[src/rtl/mbx_pkg.sv]
package mbx_pkg;
  localparam int DATA_W   = 32;
  localparam int MODE_W   = 10;
  localparam int CODE_W   = 5;
  localparam int DACOFF_B = 5;
  localparam int OE_B     = 6;
  localparam int FN_LSB   = 7;
  localparam logic [MODE_W-1:0] MODE_RST = 10'd1;

  // code 1/2/3 with DAC off selects a mailbox width
  function automatic logic is_mailbox(input logic [MODE_W-1:0] m);
    return m[DACOFF_B] && (m[CODE_W-1:0] inside {5'd1, 5'd2, 5'd3});
  endfunction

  function automatic logic [DATA_W-1:0] size_value(input logic [CODE_W-1:0] code,
                                                   input logic [DATA_W-1:0] d);
    case (code)
      5'd1:    return {{(DATA_W-8){1'b0}}, d[7:0]};
      5'd2:    return {{(DATA_W-16){1'b0}}, d[15:0]};
      default: return d;
    endcase
  endfunction

  function automatic logic combine(input logic [2:0] fn, input logic a, input logic b);
    logic r;
    case (fn[1:0])
      2'd0:    r = a;
      2'd1:    r = a & b;
      2'd2:    r = a | b;
      default: r = a ^ b;
    endcase
    return fn[2] ? ~r : r;
  endfunction
endpackage

[src/rtl/mbx_mode_reg.sv]
module mbx_mode_reg
  import mbx_pkg::*;
(
  input  logic              clk,
  input  logic              rst_n,
  input  logic              cfg_we,
  input  logic [MODE_W-1:0] cfg_wdata,
  output logic [MODE_W-1:0] mode_q,
  output logic              mbx_on,
  output logic              oe_bit,
  output logic [2:0]        fn_sel
);
  always_ff @(posedge clk or negedge rst_n) begin
    if (!rst_n)      mode_q <= MODE_RST;
    else if (cfg_we) mode_q <= cfg_wdata;
  end

  assign mbx_on = is_mailbox(mode_q);
  assign oe_bit = mode_q[OE_B];
  assign fn_sel = mode_q[FN_LSB +: 3];
endmodule

[src/rtl/mbx_arbiter.sv]
module mbx_arbiter
  import mbx_pkg::*;
#(
  parameter int NCORE = 4
) (
  input  logic [NCORE-1:0]        wr_valid,
  input  logic [NCORE*DATA_W-1:0] wr_data,
  output logic [NCORE-1:0]        grant,
  output logic                    any_wr,
  output logic [DATA_W-1:0]       win_data
);
  logic [NCORE:0] blocked;
  assign blocked[0] = 1'b0;

  for (genvar i = 0; i < NCORE; i++) begin : g_pri
    assign grant[i]     = wr_valid[i] & ~blocked[i];
    assign blocked[i+1] = blocked[i] | wr_valid[i];
  end

  assign any_wr = blocked[NCORE];

  always_comb begin
    win_data = '0;
    for (int i = 0; i < NCORE; i++)
      if (grant[i]) win_data = win_data | wr_data[i*DATA_W +: DATA_W];
  end
endmodule

[src/rtl/mbx_store.sv]
module mbx_store
  import mbx_pkg::*;
(
  input  logic              clk,
  input  logic              rst_n,
  input  logic              mbx_on,
  input  logic [CODE_W-1:0] code,
  input  logic              any_wr,
  input  logic [DATA_W-1:0] win_data,
  input  logic              any_ack,
  output logic [DATA_W-1:0] data_q,
  output logic              flag_q
);
  logic load_ev, clear_ev;
  assign load_ev  = mbx_on & any_wr;
  assign clear_ev = mbx_on & any_ack & ~any_wr;

  always_ff @(posedge clk or negedge rst_n) begin
    if (!rst_n) begin
      data_q <= '0;
      flag_q <= 1'b0;
    end else if (load_ev) begin
      data_q <= size_value(code, win_data);
      flag_q <= 1'b1;
    end else if (clear_ev) begin
      flag_q <= 1'b0;
    end
  end
endmodule

[src/rtl/mailbox_node.sv]
module mailbox_node
  import mbx_pkg::*;
#(
  parameter int NCORE = 4
) (
  input  logic                    clk,
  input  logic                    rst_n,
  input  logic                    cfg_we,
  input  logic [MODE_W-1:0]       cfg_wdata,
  input  logic [NCORE-1:0]        wr_valid,
  input  logic [NCORE*DATA_W-1:0] wr_data,
  input  logic [NCORE-1:0]        ack,
  output logic [DATA_W-1:0]       rd_data,
  output logic                    in_flag,
  input  logic                    pin_in,
  input  logic                    pin_nbr,
  input  logic                    pin_drv,
  input  logic                    pin_dir,
  output logic                    pin_out,
  output logic                    pin_oe
);
  logic [MODE_W-1:0] mode_q;
  logic              mbx_on, oe_bit;
  logic [2:0]        fn_sel;
  logic [NCORE-1:0]  grant;
  logic              any_wr;
  logic [DATA_W-1:0] win_data;
  logic              flag_q;
  logic              comb_in;

  mbx_mode_reg u_mode (
    .clk(clk), .rst_n(rst_n), .cfg_we(cfg_we), .cfg_wdata(cfg_wdata),
    .mode_q(mode_q), .mbx_on(mbx_on), .oe_bit(oe_bit), .fn_sel(fn_sel)
  );

  mbx_arbiter #(.NCORE(NCORE)) u_arb (
    .wr_valid(wr_valid), .wr_data(wr_data),
    .grant(grant), .any_wr(any_wr), .win_data(win_data)
  );

  mbx_store u_store (
    .clk(clk), .rst_n(rst_n), .mbx_on(mbx_on), .code(mode_q[CODE_W-1:0]),
    .any_wr(any_wr), .win_data(win_data), .any_ack(|ack),
    .data_q(rd_data), .flag_q(flag_q)
  );

  assign comb_in = combine(fn_sel, pin_in, pin_nbr);
  assign in_flag = mbx_on ? flag_q : comb_in;
  assign pin_out = pin_drv;
  assign pin_oe  = mbx_on ? oe_bit : pin_dir;
endmodule

[config.mk]
export PLATFORM = sky130hd
export DESIGN_NAME = mailbox_node
export DESIGN_NICKNAME = d
export VERILOG_FILES = /design/src/rtl/mbx_pkg.sv /design/src/rtl/mbx_mode_reg.sv /design/src/rtl/mbx_arbiter.sv /design/src/rtl/mbx_store.sv /design/src/rtl/mailbox_node.sv
export SDC_FILE = /design/constraint.sdc
export NUM_CORES = 1
export LEC_CHECK = 0
export BUFFER_PORTS_ARGS = -buffer_cell sky130_fd_sc_hd__buf_2
export CORE_MARGIN = 3
export CORE_UTILIZATION = 40
export DETAILED_ROUTE_END_ITERATION = 7
export PLACE_DENSITY_LB_ADDON = 0.05
export SYNTH_ARGS = -nofsm -noshare
export SYNTH_HDL_FRONTEND = slang
export SYNTH_SLANG_ARGS = --single-unit
[constraint.sdc]
create_clock -name clk -period 2.3 [get_ports clk]
set_input_delay 0.115 -clock clk [delete_from_list [all_inputs] [get_ports clk]]
set_output_delay 0.115 -clock clk [all_outputs]
set_load 0.02 [all_outputs]
After elaboration in Yosys (flattened, before gate mapping):

Index checks and enable logic that the tools add are counted.

* input bits: 153
* output and inout bits: 35
* register bits: 43

* equal/unequal tests: 5
* multiplexer cells: 11
* bitwise operators: 20
* reduce and logical (&&, ||, !) cells: 5

Operators by type and width (count)
* 32-bit two-way mux: 4
* 32-bit OR: 3
* 32-bit case mux with 2 select lines: 1
* 5-bit by 2-bit equality test with 1-bit output (second input constant): 2
* 1-bit bitwise AND: 7
* 5-bit by 1-bit equality test with 1-bit output (second input constant): 1
* 1-bit two-way mux: 5
* 1-bit NOT: 5
* 1-bit OR: 4
* 4-bit OR reduction: 1
* 1-bit case mux with 3 select lines: 1
* 3-bit nonzero test: 1
* 2-bit by 1-bit equality test with 1-bit output (second input constant): 1
* 2-bit equality test (second input constant): 1
* 2-bit logical NOT: 1
* 2-bit nonzero test: 1
* 1-bit logical AND: 1
* 1-bit XOR: 1

Longest topological paths before layout:

Gate-level depths: netlist of the first run.

* word-level depth: 8
* gate-level depth with buffers: 7
* mapped depth without buffers: 6

Cells and area by module:

From an unflattened synthesis of the first run, not the netlist that was laid out.

* cells, all modules: 344
* area, all modules: 2907.8 µm²

By module, submodules not included
* mbx_store: area an instance 1342.5 µm², times used 1, cells each 146
* mbx_arbiter: area an instance 958.4 µm², times used 1, cells each 152
* mbx_mode_reg: area an instance 465.4 µm², times used 1, cells each 27
* mailbox_node: area an instance 141.4 µm², times used 1, cells each 19

Least setup slack after synthesis of the first run:

No wires, ideal clock.

* kind: register to register
* start point: register u_mode.mode_q[3]
* end point: register u_store.data_q[0]
* cell stages (with the launch flop): 7
* path buffers: 2
* required time: 2.172 ns
* setup slack: 0.636 ns
* setup time: 0.128 ns
* data arrival time: 1.536 ns
* cells stage by stage: dfrtp_1 > nor4b_4 > o21ai_2 > nand2b_1 > buf_6 > buf_12 > mux2_1

* longest elaborated chain between the ends: 4
* elaborated cells on any way between the ends: 6
* those cells by class: 3 x eq/ne; 1 x bitwise; 2 x reduce/logical

Ends and longest elaborated chain
* start: declaration: line mbx_mode_reg.sv:8 `output logic [MODE_W-1:0] mode_q,`
* start signal: assignment: line mbx_mode_reg.sv:15 `else if (cfg_we) mode_q <= cfg_wdata;`
* 5-bit by 1-bit equality test with 1-bit output or 5-bit by 2-bit equality test with 1-bit output (tied branches): line mbx_pkg.sv:12 `return m[DACOFF_B] && (m[CODE_W-1:0] inside {5'd1, 5'd2, 5'd3});`
* 3-bit nonzero test *: line mbx_pkg.sv:12
* 1-bit logical AND *: line mbx_pkg.sv:12
* 1-bit bitwise AND *: line mbx_store.sv:15 `assign load_ev = mbx_on & any_wr;`
* end signal: assignment: line mbx_store.sv:23 `data_q <= size_value(code, win_data);`
* end: declaration: line mbx_store.sv:11 `output logic [DATA_W-1:0] data_q,`

Every way passes the cells marked *; elsewhere a longest branch is shown, timed or not.
A chain may end at the register's enable or synchronous reset.

Final worst setup path of the first run:

* start point: register u_mode.mode_q[3]
* end point: register u_store.data_q[20]

* longest elaborated chain between the ends: 4
* elaborated cells on any way between the ends: 7
* those cells by class: 3 x eq/ne; 1 x mux; 1 x bitwise; 2 x reduce/logical

Ends and longest elaborated chain (line)
* 5-bit by 1-bit equality test with 1-bit output, or another cell as far along: mbx_pkg.sv:12, mbx_pkg.sv:17
* 3-bit nonzero test: mbx_pkg.sv:12
* 1-bit logical AND: mbx_pkg.sv:12
* 1-bit bitwise AND: mbx_store.sv:15

Parallel ways exist; a longest one is shown, timed or not.

==> impl_metrics.env, run 1 <==
export IMPL_yosysWarnings=0
export IMPL_vias=2643
export IMPL_ys_seq_area_share_pct=40.5
export IMPL_grt_pass1_wl_um=11900
export IMPL_reg2reg_slack_ns=0.55
export IMPL_io_pins=188
export IMPL_synth_async_reset_ratio_pct=100
export IMPL_yosys_area_share_adder_pct=0.941
export IMPL_nNetsFinal=567
export IMPL_post_cts_setup_buffers=0
export IMPL_period_minus_slack_ns=1.75
export IMPL_cts_tree="done"
export IMPL_status="completed"
export IMPL_wl_per_cell_um=15.9
export IMPL_slew_violations=0
export IMPL_port_buffers=185
export IMPL_initialDrtViolationCount=89
export IMPL_register_area_um2=1080
export IMPL_synthMuxAreaShare_pct=8.89
export IMPL_synth_simple_gate_area_share_pct=12.0
export IMPL_layout_drive_gt1_share_pct=56.9
export IMPL_syn_avg_cell_area_um2=11.3
export IMPL_clock_latency_ns=0.29
export IMPL_initial_core_util_pct=41.6
export IMPL_grt_antenna_before_repair=0
export IMPL_synth_most_common_cell="dfrtp_1"
export IMPL_synth_area_leaders="dfrtp_1, a221o_1, a22oi_1"
export IMPL_ir_worst_vdd_uv=437
export IMPL_fmax_ghz=0.571
export IMPL_syn_num_nets=390
export IMPL_slowest_delay_ns=0.41
export IMPL_ctsResizeCount=0
export IMPL_cts_hold_buffers=1
export IMPL_n_antenna_cell=0
export IMPL_clockRootBuffer="clkbuf_8"
export IMPL_die_w_um=87.5
export IMPL_power_density_nw_per_um2=691
export IMPL_synth_compound_area_share_pct=30.9
export IMPL_critical_path_slowest_cell="dfrtp_1"
export IMPL_netlist_area_leader_share_pct=39.5
export IMPL_finalPower_mw=2.57
export IMPL_synth_edf_count=0
export IMPL_rows=29
export IMPL_r2r_start="u_mode.mode_q[3]"
export IMPL_start_kind="flip-flop"
export IMPL_synth_xor_xnor_area_share_pct=0.329
export IMPL_htree_levels=2
export IMPL_ys_ff_latch=43
export IMPL_clkTransAtPathRegs_ns=0.08
export IMPL_endpoint="u_store.data_q[20]"
export IMPL_syn_to_final_growth_pct=40.1
export IMPL_viasPerCell=5.39
export IMPL_worst_endpoint_arrival_ns=1.92
export IMPL_grt_usage_pct=19.4
export IMPL_endpoint_kind="flip-flop"
export IMPL_slew_headroom_pct=64.8
export IMPL_synth_main_ff_cell="dfrtp_1"
export IMPL_core_area_um2=6390
export IMPL_r2r_cells=5
export IMPL_rsz0062_at_grt="no"
export IMPL_grt_pass1_vias=2488
export IMPL_clockBufferDepth=2
export IMPL_antenna_left=0
export IMPL_cts_buffers=5
export IMPL_r2r_end="u_store.data_q[20]"
export IMPL_crit_type="reg -> reg"
export IMPL_grt_max_degree=51
export IMPL_wl_um=7770
export IMPL_dieArea_um2=7660
export IMPL_multi_input_area_um2=1420
export IMPL_critPathMaxFanout=12
export IMPL_hpwl_um=6080
export IMPL_numClockSinks=43
export IMPL_setup_tns_ns=0
export IMPL_ys_types=31
export IMPL_required_ns=2.47
export IMPL_setup_viol=0
export IMPL_power_leakage_nw=1.86
export IMPL_worstHoldPathType="in -> reg"
export IMPL_timing_final_crit_share_pct=76.2
export IMPL_synth_top_family_by_area="compound AO/OA/AOI/OAI gates"
export IMPL_maxCapViolCount=0
export IMPL_critPathLaunch="u_mode.mode_q[3]"
export IMPL_finalClockSkew_ns=0.00426
export IMPL_fillers=565
export IMPL_cp_cell_sequence="nor4b_4, o21ai_2, nand2b_2, buf_4, o2bb2ai_1"
export IMPL_drtPass1Iterations=4
export IMPL_synth_commonest_cells="dfrtp_1, nand2b_1, a221o_1, a22oi_1, clkbuf_1"
export IMPL_hold_viol_final=0
export IMPL_syn_cell_area_um2=2660
export IMPL_die_h_um=87.5
export IMPL_yosysTopAreaCell="dfrtp_1"
export IMPL_grt_ovfl_total=0
export IMPL_tightestPinTransition_ns=0.526
export IMPL_drc=0
export IMPL_routabilityCongestion=0.724
export IMPL_synthCells=235
==> placed cells by master, fill, tap and decap left out, types with 2 or more instances in the layout <==
master,count
mux2_2,16
clkbuf_8,7
a22oi_1,24
a221o_1,24
dfrtp_1,42
buf_2,185
nor4b_4,2
o21ai_0,9
nor2b_1,8
o2bb2ai_2,10
nand2_1,9
buf_4,8
ha_1,2
mux2_1,3
a221oi_1,8
inv_1,3
nand2b_1,24
o2bb2ai_1,14
==> worst min-delay path by stage <==
| stage | end | start | slack, ns | cells after the start |
|---|---|---|---|---|
| 6_report | u_mode.mode_q[3] | cfg_wdata[3] | 0.05 | 2 |
| 5_1_grt | u_mode.mode_q[6] | cfg_wdata[6] | 0.06 | 2 |
| 4_1_cts | u_mode.mode_q[3] | cfg_wdata[3] | 0.05 | 2 |
| 3_5_place_dp | u_store.data_q[27] | rst_n | 0.11 | 1 |
| 3_3_place_gp | u_store.data_q[25] | rst_n | 0.12 | 1 |
| 2_1_floorplan | u_mode.mode_q[1] | rst_n | -0.18 | 0 |
==> metrics by stage <==
| step | hold slack, ns | cell area (µm²) | cells | setup WS (ns) | utilization (%) |
|---|---|---|---|---|---|
| floorplan | -0.181 | 2660 | 235 | 0.636 | - |
| global placement | 0.117 | 3610 | 481 | 0.590 | 56.6 |
| detailed placement | 0.115 | 3610 | 481 | 0.535 | 56.6 |
| CTS | 0.0495 | 3720 | 490 | 0.534 | 58.3 |
| global route | 0.0558 | 3720 | 490 | 0.403 | 58.3 |
| finish | 0.0519 | 3720 | 490 | 0.549 | 58.3 |
==> state kept, by name (all words and copies together), names as in the netlist <==
name	flops
u_mode.mode_q	10
u_store.data_q	32
u_store.flag_q	1
==> cells by family (layout without fill, tap and decap cells) <==
kind of cell,after synthesis,in the layout
flip-flops,43,43
XOR/XNOR,1,1
AND/OR/NAND/NOR,50,50
adder cells (fa/ha/maj),2,2
multiplexers,20,20
buffers and inverters,28,206
AO/OA/AOI/OAI,91,91
==> layout make-up <==
type	count	share of cell area [%]
inverters	3	0.302
clock buffers	8	2.69
flip-flops and latches	43	28.9
well taps	77	2.59
multi-input cells	164	38.2
repair buffers	195	27.3
==> metal layers <==
layer	wire length, µm	up-vias	GRT usage (%)
met4	55	0	3.77
met2	3900	110	34.7
met3	649	5	4.42
met1	3170	1252	24.1
met5	0	-	0
li1	-	1276	-
==> critical path: cells and delay by family, from the launching register on <==
kind            cells  cell delay (ns)
simple gates        2             0.67
flops               1             0.41
compound gates      2             0.28
buf+inv             1             0.26
==> where the power goes <==
group          switching (mW)  total (mW)  internal, mW
registers               0.120        1.08         0.959
clock network           0.233       0.507         0.274
logic                   0.527       0.989         0.462
No activity file was read; power rests on OpenSTA's default activity.
==> run 2: changes to the inputs <==
--- a/config.mk
+++ b/config.mk
@@ -5,6 +5,7 @@
 export SDC_FILE = /design/constraint.sdc
 export NUM_CORES = 1
 export LEC_CHECK = 0
+export ABC_AREA = 1
 export BUFFER_PORTS_ARGS = -buffer_cell sky130_fd_sc_hd__buf_2
 export CORE_MARGIN = 3
 export CORE_UTILIZATION = 40
==> constraint.sdc (replaced) <==
create_clock -name clk -period 1.65 [get_ports clk]
set_input_delay 0.0825 -clock clk [delete_from_list [all_inputs] [get_ports clk]]
set_output_delay 0.0825 -clock clk [all_outputs]
set_load 0.02 [all_outputs]
==> run 2 against run 1 <==
Against the previous run: combinational power rose by 55%; wire length grew 23%; area after synthesis up 10%; largest power group unchanged.
==> impl_metrics.env, run 2 <==
export IMPL_status="completed"
export IMPL_syn_num_nets=594
export IMPL_slew_headroom_pct=70.1
export IMPL_synth_edf_count=0
export IMPL_yosysWarnings=0
export IMPL_synth_area_leaders="dfrtp_1, nand2_1, nand3b_1"
export IMPL_reg_top3="u_store.data_q (32), u_mode.mode_q (10), u_store.flag_q (1)"
export IMPL_holdWs_ns=0.0213
export IMPL_rows=30
export IMPL_fmax_ghz=0.652
export IMPL_required_ns=1.57
export IMPL_cp_cell_sequence="nor2_2, nor2_4, nand2_2, inv_2, nand2_2, nand2_2, buf_6"
export IMPL_synth_most_common_cell="nand2_1"
export IMPL_slowest_delay_ns=0.55
export IMPL_largest_register_ffs=32
export IMPL_clockRootBuffer="clkbuf_8"
export IMPL_htree_levels=2
export IMPL_synth_async_reset_ratio_pct=100
export IMPL_rsz0062_at_grt="no"
export IMPL_r2r_cells=6
export IMPL_crit_type="reg -> out"
export IMPL_grt_max_degree=33
export IMPL_drtPass1Iterations=4
export IMPL_clock_latency_ns=0.29
export IMPL_die_w_um=91.6
export IMPL_setup_tns_ns=0
export IMPL_finalClockSkew_ns=0.00464
export IMPL_dieArea_um2=8400
export IMPL_period_minus_slack_ns=1.53
export IMPL_timing_final_crit_share_pct=92.9
export IMPL_slew_violations=0
export IMPL_syn_to_final_growth_pct=39.8
export IMPL_synthCells=439
export IMPL_routabilityCongestion=0.805
export IMPL_mostFrequentLayoutCells="nand2_1, buf_2, dfrtp_1, nand3_1"
export IMPL_cp_common_cell="nand2_2"
export IMPL_endpoint_kind="output port"
export IMPL_numClockSinks=43
export IMPL_vias=3475
export IMPL_nNetsFinal=773
export IMPL_setup_ws_ns=0.117
export IMPL_hpwl_um=7300
export IMPL_syn_cell_area_um2=2930
export IMPL_wl_per_cell_um=13.3
export IMPL_grt_pass1_wl_um=15300
export IMPL_cts_tree="done"
export IMPL_synth_main_ff_cell="dfrtp_1"
export IMPL_ys_ff_latch=43
export IMPL_yosysTopAreaCell="dfrtp_1"
export IMPL_synth_commonest_cells="nand2_1, dfrtp_1, nand3_1, nand3b_1, nand4_1"
export IMPL_ir_worst_vdd_uv=519
export IMPL_power_density_nw_per_um2=904
export IMPL_antenna_left=0
export IMPL_top_usage_layer="met2"
export IMPL_initial_core_util_pct=42.2
export IMPL_wl_um=9540
export IMPL_clockBufferDepth=2
export IMPL_setup_viol=0
export IMPL_tightestPinTransition_ns=0.449
export IMPL_worstHoldPathCells=3
export IMPL_layout_drive_gt1_share_pct=35.4
export IMPL_dpl_worst_slack_ns=0.214
export IMPL_ys_seq_area_share_pct=36.7
export IMPL_initialDrtViolationCount=134
export IMPL_port_buffers=185
export IMPL_n_antenna_cell=0
export IMPL_ys_types=21
export IMPL_clkTransAtPathRegs_ns=0.08
export IMPL_grt_pass1_vias=3310
export IMPL_grtUsageMet1_pct=28.8
export IMPL_grt_antenna_before_repair=0
export IMPL_grt_use_met2_pct=38.4
export IMPL_critPathMaxFanout=4
export IMPL_viasPerCell=4.86
export IMPL_start_kind="flip-flop"
export IMPL_power_leakage_nw=2.36
export IMPL_drc=0
export IMPL_hold_viol_final=0
export IMPL_syn_avg_cell_area_um2=6.68
export IMPL_io_pins=188
export IMPL_utilization_pct=59.0
export IMPL_worstHoldPathType="in -> reg"
export IMPL_critical_path_slowest_cell="dfstp_2"
export IMPL_netlist_area_leader_share_pct=35.8
export IMPL_die_h_um=91.6
export IMPL_worst_endpoint_arrival_ns=1.45
export IMPL_grt_usage_pct=22.4
export IMPL_maxCapViolCount=0
export IMPL_grt_use_met3_pct=4.76
export IMPL_layout_commonest_cell="nand2_1"
export IMPL_cts_buffers=5
export IMPL_regMostFlops="u_store.data_q"
export IMPL_grt_ovfl_total=0
export IMPL_post_cts_setup_buffers=0
export IMPL_core_area_um2=6940
[run 2: path summary, 6_finish.rpt]
kind	startpoint	to	slack, ns
max in group asynchronous	rst_n	u_mode.mode_q[0]	0.76
max	u_mode.mode_q[0]	in_flag	0.12
min in group asynchronous	rst_n	u_mode.mode_q[8]	0.28
min	cfg_wdata[5]	u_mode.mode_q[5]	0.02
min reg2reg	u_store.data_q[14]	u_store.data_q[14]	0.48
max reg2reg	u_mode.mode_q[0]	u_store.data_q[19]	0.22
[run 2: repair_timing]
action / 4_1_cts / 5_1_grt
endpoints found under the setup margin: 0 / 2
endpoints found under the hold margin: 23 / 0
hold buffers: 6 / 0
resized for setup: 0 / 12
[run 2: cell type report]
type | count | area, µm²
fill | 716 | 2840
multi-input combinational | 346 | 1650
timing repair buffer | 203 | 1100
sequential | 43 | 1080
tap | 96 | 120
clock buffer | 7 | 76.3
inverter | 19 | 71.3
clock inverter | 1 | 5.00
[run 2: metal layers]
layer  wire length, µm  up-vias  part of all wire, %
met5                 0        -                    0
met4                69        0                 0.72
met3               755        7                  7.9
met2              4630      127                   49
met1              4080     1560                   43
li1                  -     1781                    -
[run 2: cells by family (layout without fill, tap and decap cells)]
group	count (synthesis)	in the layout	synth area share, %
flops	43	43	36.7
compound gates	12	12	2.05
fa+ha+maj	2	2	0.853
buf+inv	50	230	7.72
simple gates	332	332	52.6
[run 2: critical path: cells and delay by family, from the launching register on]
family / cells / cell delay [ns]
flops: 1 / 0.55
simple gates: 5 / 0.42
buf+inv: 2 / 0.19
[run 2: through the flow]
step	cells	instance area, µm²	total power [mW]
after global placement	701	3930	3.06
after global routing	715	4100	3.98
after floorplan	439	2930	2.41
after detailed placement	701	3930	3.07
after CTS	715	4070	3.73
final	715	4100	3.71
[run 2: power by group]
| part | switching (mW) | total [mW] | internal (mW) |
|---|---|---|---|
| Sequential | 0.176 | 1.54 | 1.36 |
| Clock | 0.335 | 0.632 | 0.297 |
| Combinational | 0.947 | 1.53 | 0.587 |
==> run 3: changes to the inputs <==
--- a/config.mk
+++ b/config.mk
@@ -8,7 +8,7 @@
 export ABC_AREA = 1
 export BUFFER_PORTS_ARGS = -buffer_cell sky130_fd_sc_hd__buf_2
 export CORE_MARGIN = 3
-export CORE_UTILIZATION = 40
+export CORE_UTILIZATION = 39
 export DETAILED_ROUTE_END_ITERATION = 7
 export PLACE_DENSITY_LB_ADDON = 0.05
 export SYNTH_ARGS = -nofsm -noshare
==> constraint.sdc (replaced) <==
create_clock -name clk -period 1.35 [get_ports clk]
set_input_delay 0.0675 -clock clk [delete_from_list [all_inputs] [get_ports clk]]
set_output_delay 0.0675 -clock clk [all_outputs]
set_load 0.02 [all_outputs]
==> run 3 against run 2 <==
Against the previous run: the run now ends with setup timing left; critical endpoint unchanged; critical path depth unchanged; register-to-register slack worse by 0.31 ns; setup slack lost 0.22 ns; hold slack lost 0.013 ns; largest power group is now combinational cells.
==> impl_metrics.env, run 3 (synthesis gave the netlist of run 2 again) <==
export IMPL_clock_latency_ns=0.30
export IMPL_setup_tns_ns=-2.06
export IMPL_hpwl_um=7780
export IMPL_holdWs_ns=0.00836
export IMPL_dieArea_um2=8600
export IMPL_clockRootBuffer="clkbuf_8"
export IMPL_largest_register_ffs=32
export IMPL_slew_violations=0
export IMPL_finalClockSkew_ns=0.00452
export IMPL_tightestPinTransition_ns=0.524
export IMPL_layout_drive_gt1_share_pct=36.0
export IMPL_rsz0062_at_grt="yes"
export IMPL_clockBufferDepth=2
export IMPL_nNetsFinal=782
export IMPL_setup_viol=34
export IMPL_wl_per_cell_um=14.0
export IMPL_setup_ws_ns=-0.100
export IMPL_utilization_pct=60.0
export IMPL_antenna_left=0
export IMPL_drtPass1Iterations=5
export IMPL_port_buffers=185
export IMPL_drc=0
export IMPL_cts_buffers=5
export IMPL_multi_input_area_um2=1650
export IMPL_numClockSinks=43
export IMPL_place_area_um2=3990
export IMPL_critical_path_slowest_cell="dfstp_2"
export IMPL_ir_worst_vdd_uv=626
export IMPL_slew_headroom_pct=65.1
export IMPL_clkTransAtPathRegs_ns=0.08
export IMPL_rows=30
export IMPL_critPathMaxFanout=4
export IMPL_grt_max_degree=33
export IMPL_syn_to_final_growth_pct=44.4
export IMPL_status="complete, but fails checks"
export IMPL_io_pins=188
export IMPL_initial_core_util_pct=41.6
export IMPL_grt_ovfl_total=0
export IMPL_cp_cell_sequence="nor2_2, nor2_2, nand2_2, inv_2, nand2_2, nand2_2, buf_6"
export IMPL_core_area_um2=7060
export IMPL_mostFrequentLayoutCells="nand2_1, buf_2, dfrtp_1, nand3_1"
export IMPL_cp_common_cell="nand2_2"
export IMPL_crit_type="reg -> out"
export IMPL_viasPerCell=4.97
export IMPL_period_minus_slack_ns=1.45
export IMPL_die_w_um=92.7
export IMPL_slowest_delay_ns=0.56
export IMPL_htree_levels=2
export IMPL_grt_pass1_wl_um=16200
export IMPL_hold_viol_final=0
export IMPL_die_h_um=92.7
export IMPL_initialDrtViolationCount=117
export IMPL_power_leakage_nw=2.41
export IMPL_vias=3595
export IMPL_worst_endpoint_arrival_ns=1.38
export IMPL_layout_commonest_cell="nand2_1"
export IMPL_violations="setup timing"
export IMPL_grt_pass1_vias=3551
export IMPL_reg_top3="u_store.data_q (32), u_mode.mode_q (10), u_store.flag_q (1)"
export IMPL_endpoint_kind="output port"
export IMPL_worstHoldPathType="in -> reg"
export IMPL_layout_cells_non_filler=724
export IMPL_wl_um=10100
export IMPL_fmax_ghz=0.690
export IMPL_required_ns=1.28
export IMPL_power_density_nw_per_um2=1090
export IMPL_finalPower_mw=4.62
export IMPL_cts_tree="done"
export IMPL_placed_cells=705
export IMPL_stdcell_area_um2=4240
export IMPL_grt_antenna_before_repair=0
export IMPL_start_kind="flip-flop"
export IMPL_timing_final_crit_share_pct=107
export IMPL_regMostFlops="u_store.data_q"
export IMPL_n_antenna_cell=0
export IMPL_fillers=729
export IMPL_routabilityCongestion=0.842
export IMPL_dpl_worst_slack_ns=-0.0699
export IMPL_maxCapViolCount=0
export IMPL_register_area_um2=1080
export IMPL_grt_usage_pct=23.5
run 3: final cells by class:
cell class / count / share of cell area (%)
tap: 96 / 2.84
clock inverter: 2 / 0.295
multi-input combinational: 346 / 39.0
clock buffer: 6 / 1.71
timing repair buffer: 212 / 29.0
inverter: 19 / 1.77
sequential: 43 / 25.4
run 3: final timing paths:
path                       depth (start not counted)          startpoint  slack (ns)                 end
min in group asynchronous                          2               rst_n        0.27    u_mode.mode_q[7]
max in group asynchronous                          3               rst_n        0.56  u_store.data_q[16]
max                                                7    u_mode.mode_q[0]       -0.10             in_flag
min reg2reg                                        2  u_store.data_q[14]        0.48  u_store.data_q[14]
max reg2reg                                        8    u_mode.mode_q[0]       -0.09  u_store.data_q[18]
min                                                3        cfg_wdata[1]       0.008    u_mode.mode_q[1]
run 3: layer usage:
metal | track usage (%) | vias up | wire [µm]
met1 | 28.9 | 1633 | 4320
met4 | 3.91 | 0 | 108
li1 | - | 1796 | -
met3 | 5.28 | 12 | 801
met2 | 42.5 | 154 | 4890
met5 | 0 | - | 0
run 3: critical path: cells and delay by family (launching register included):
family                 cells  cell delay [ns]
flip-flops                 1             0.56
AND/OR/NAND/NOR            5             0.35
buffers and inverters      2             0.18
run 3: repair_timing:
action                                  4_1_cts  5_1_grt
endpoints found under the setup margin       26       35
hold buffers                                  8        1
pin swaps                                     3       11
setup buffers                                 2        0
endpoints found under the hold margin        25        1
resized for setup                             8        5
run 3: report_power, final:
| part | switching (mW) | internal, mW | total [mW] |
|---|---|---|---|
| clock | 0.448 | 0.362 | 0.810 |
| sequential | 0.236 | 1.67 | 1.90 |
| combinational | 1.16 | 0.751 | 1.91 |
| total | 1.84 | 2.78 | 4.62 |
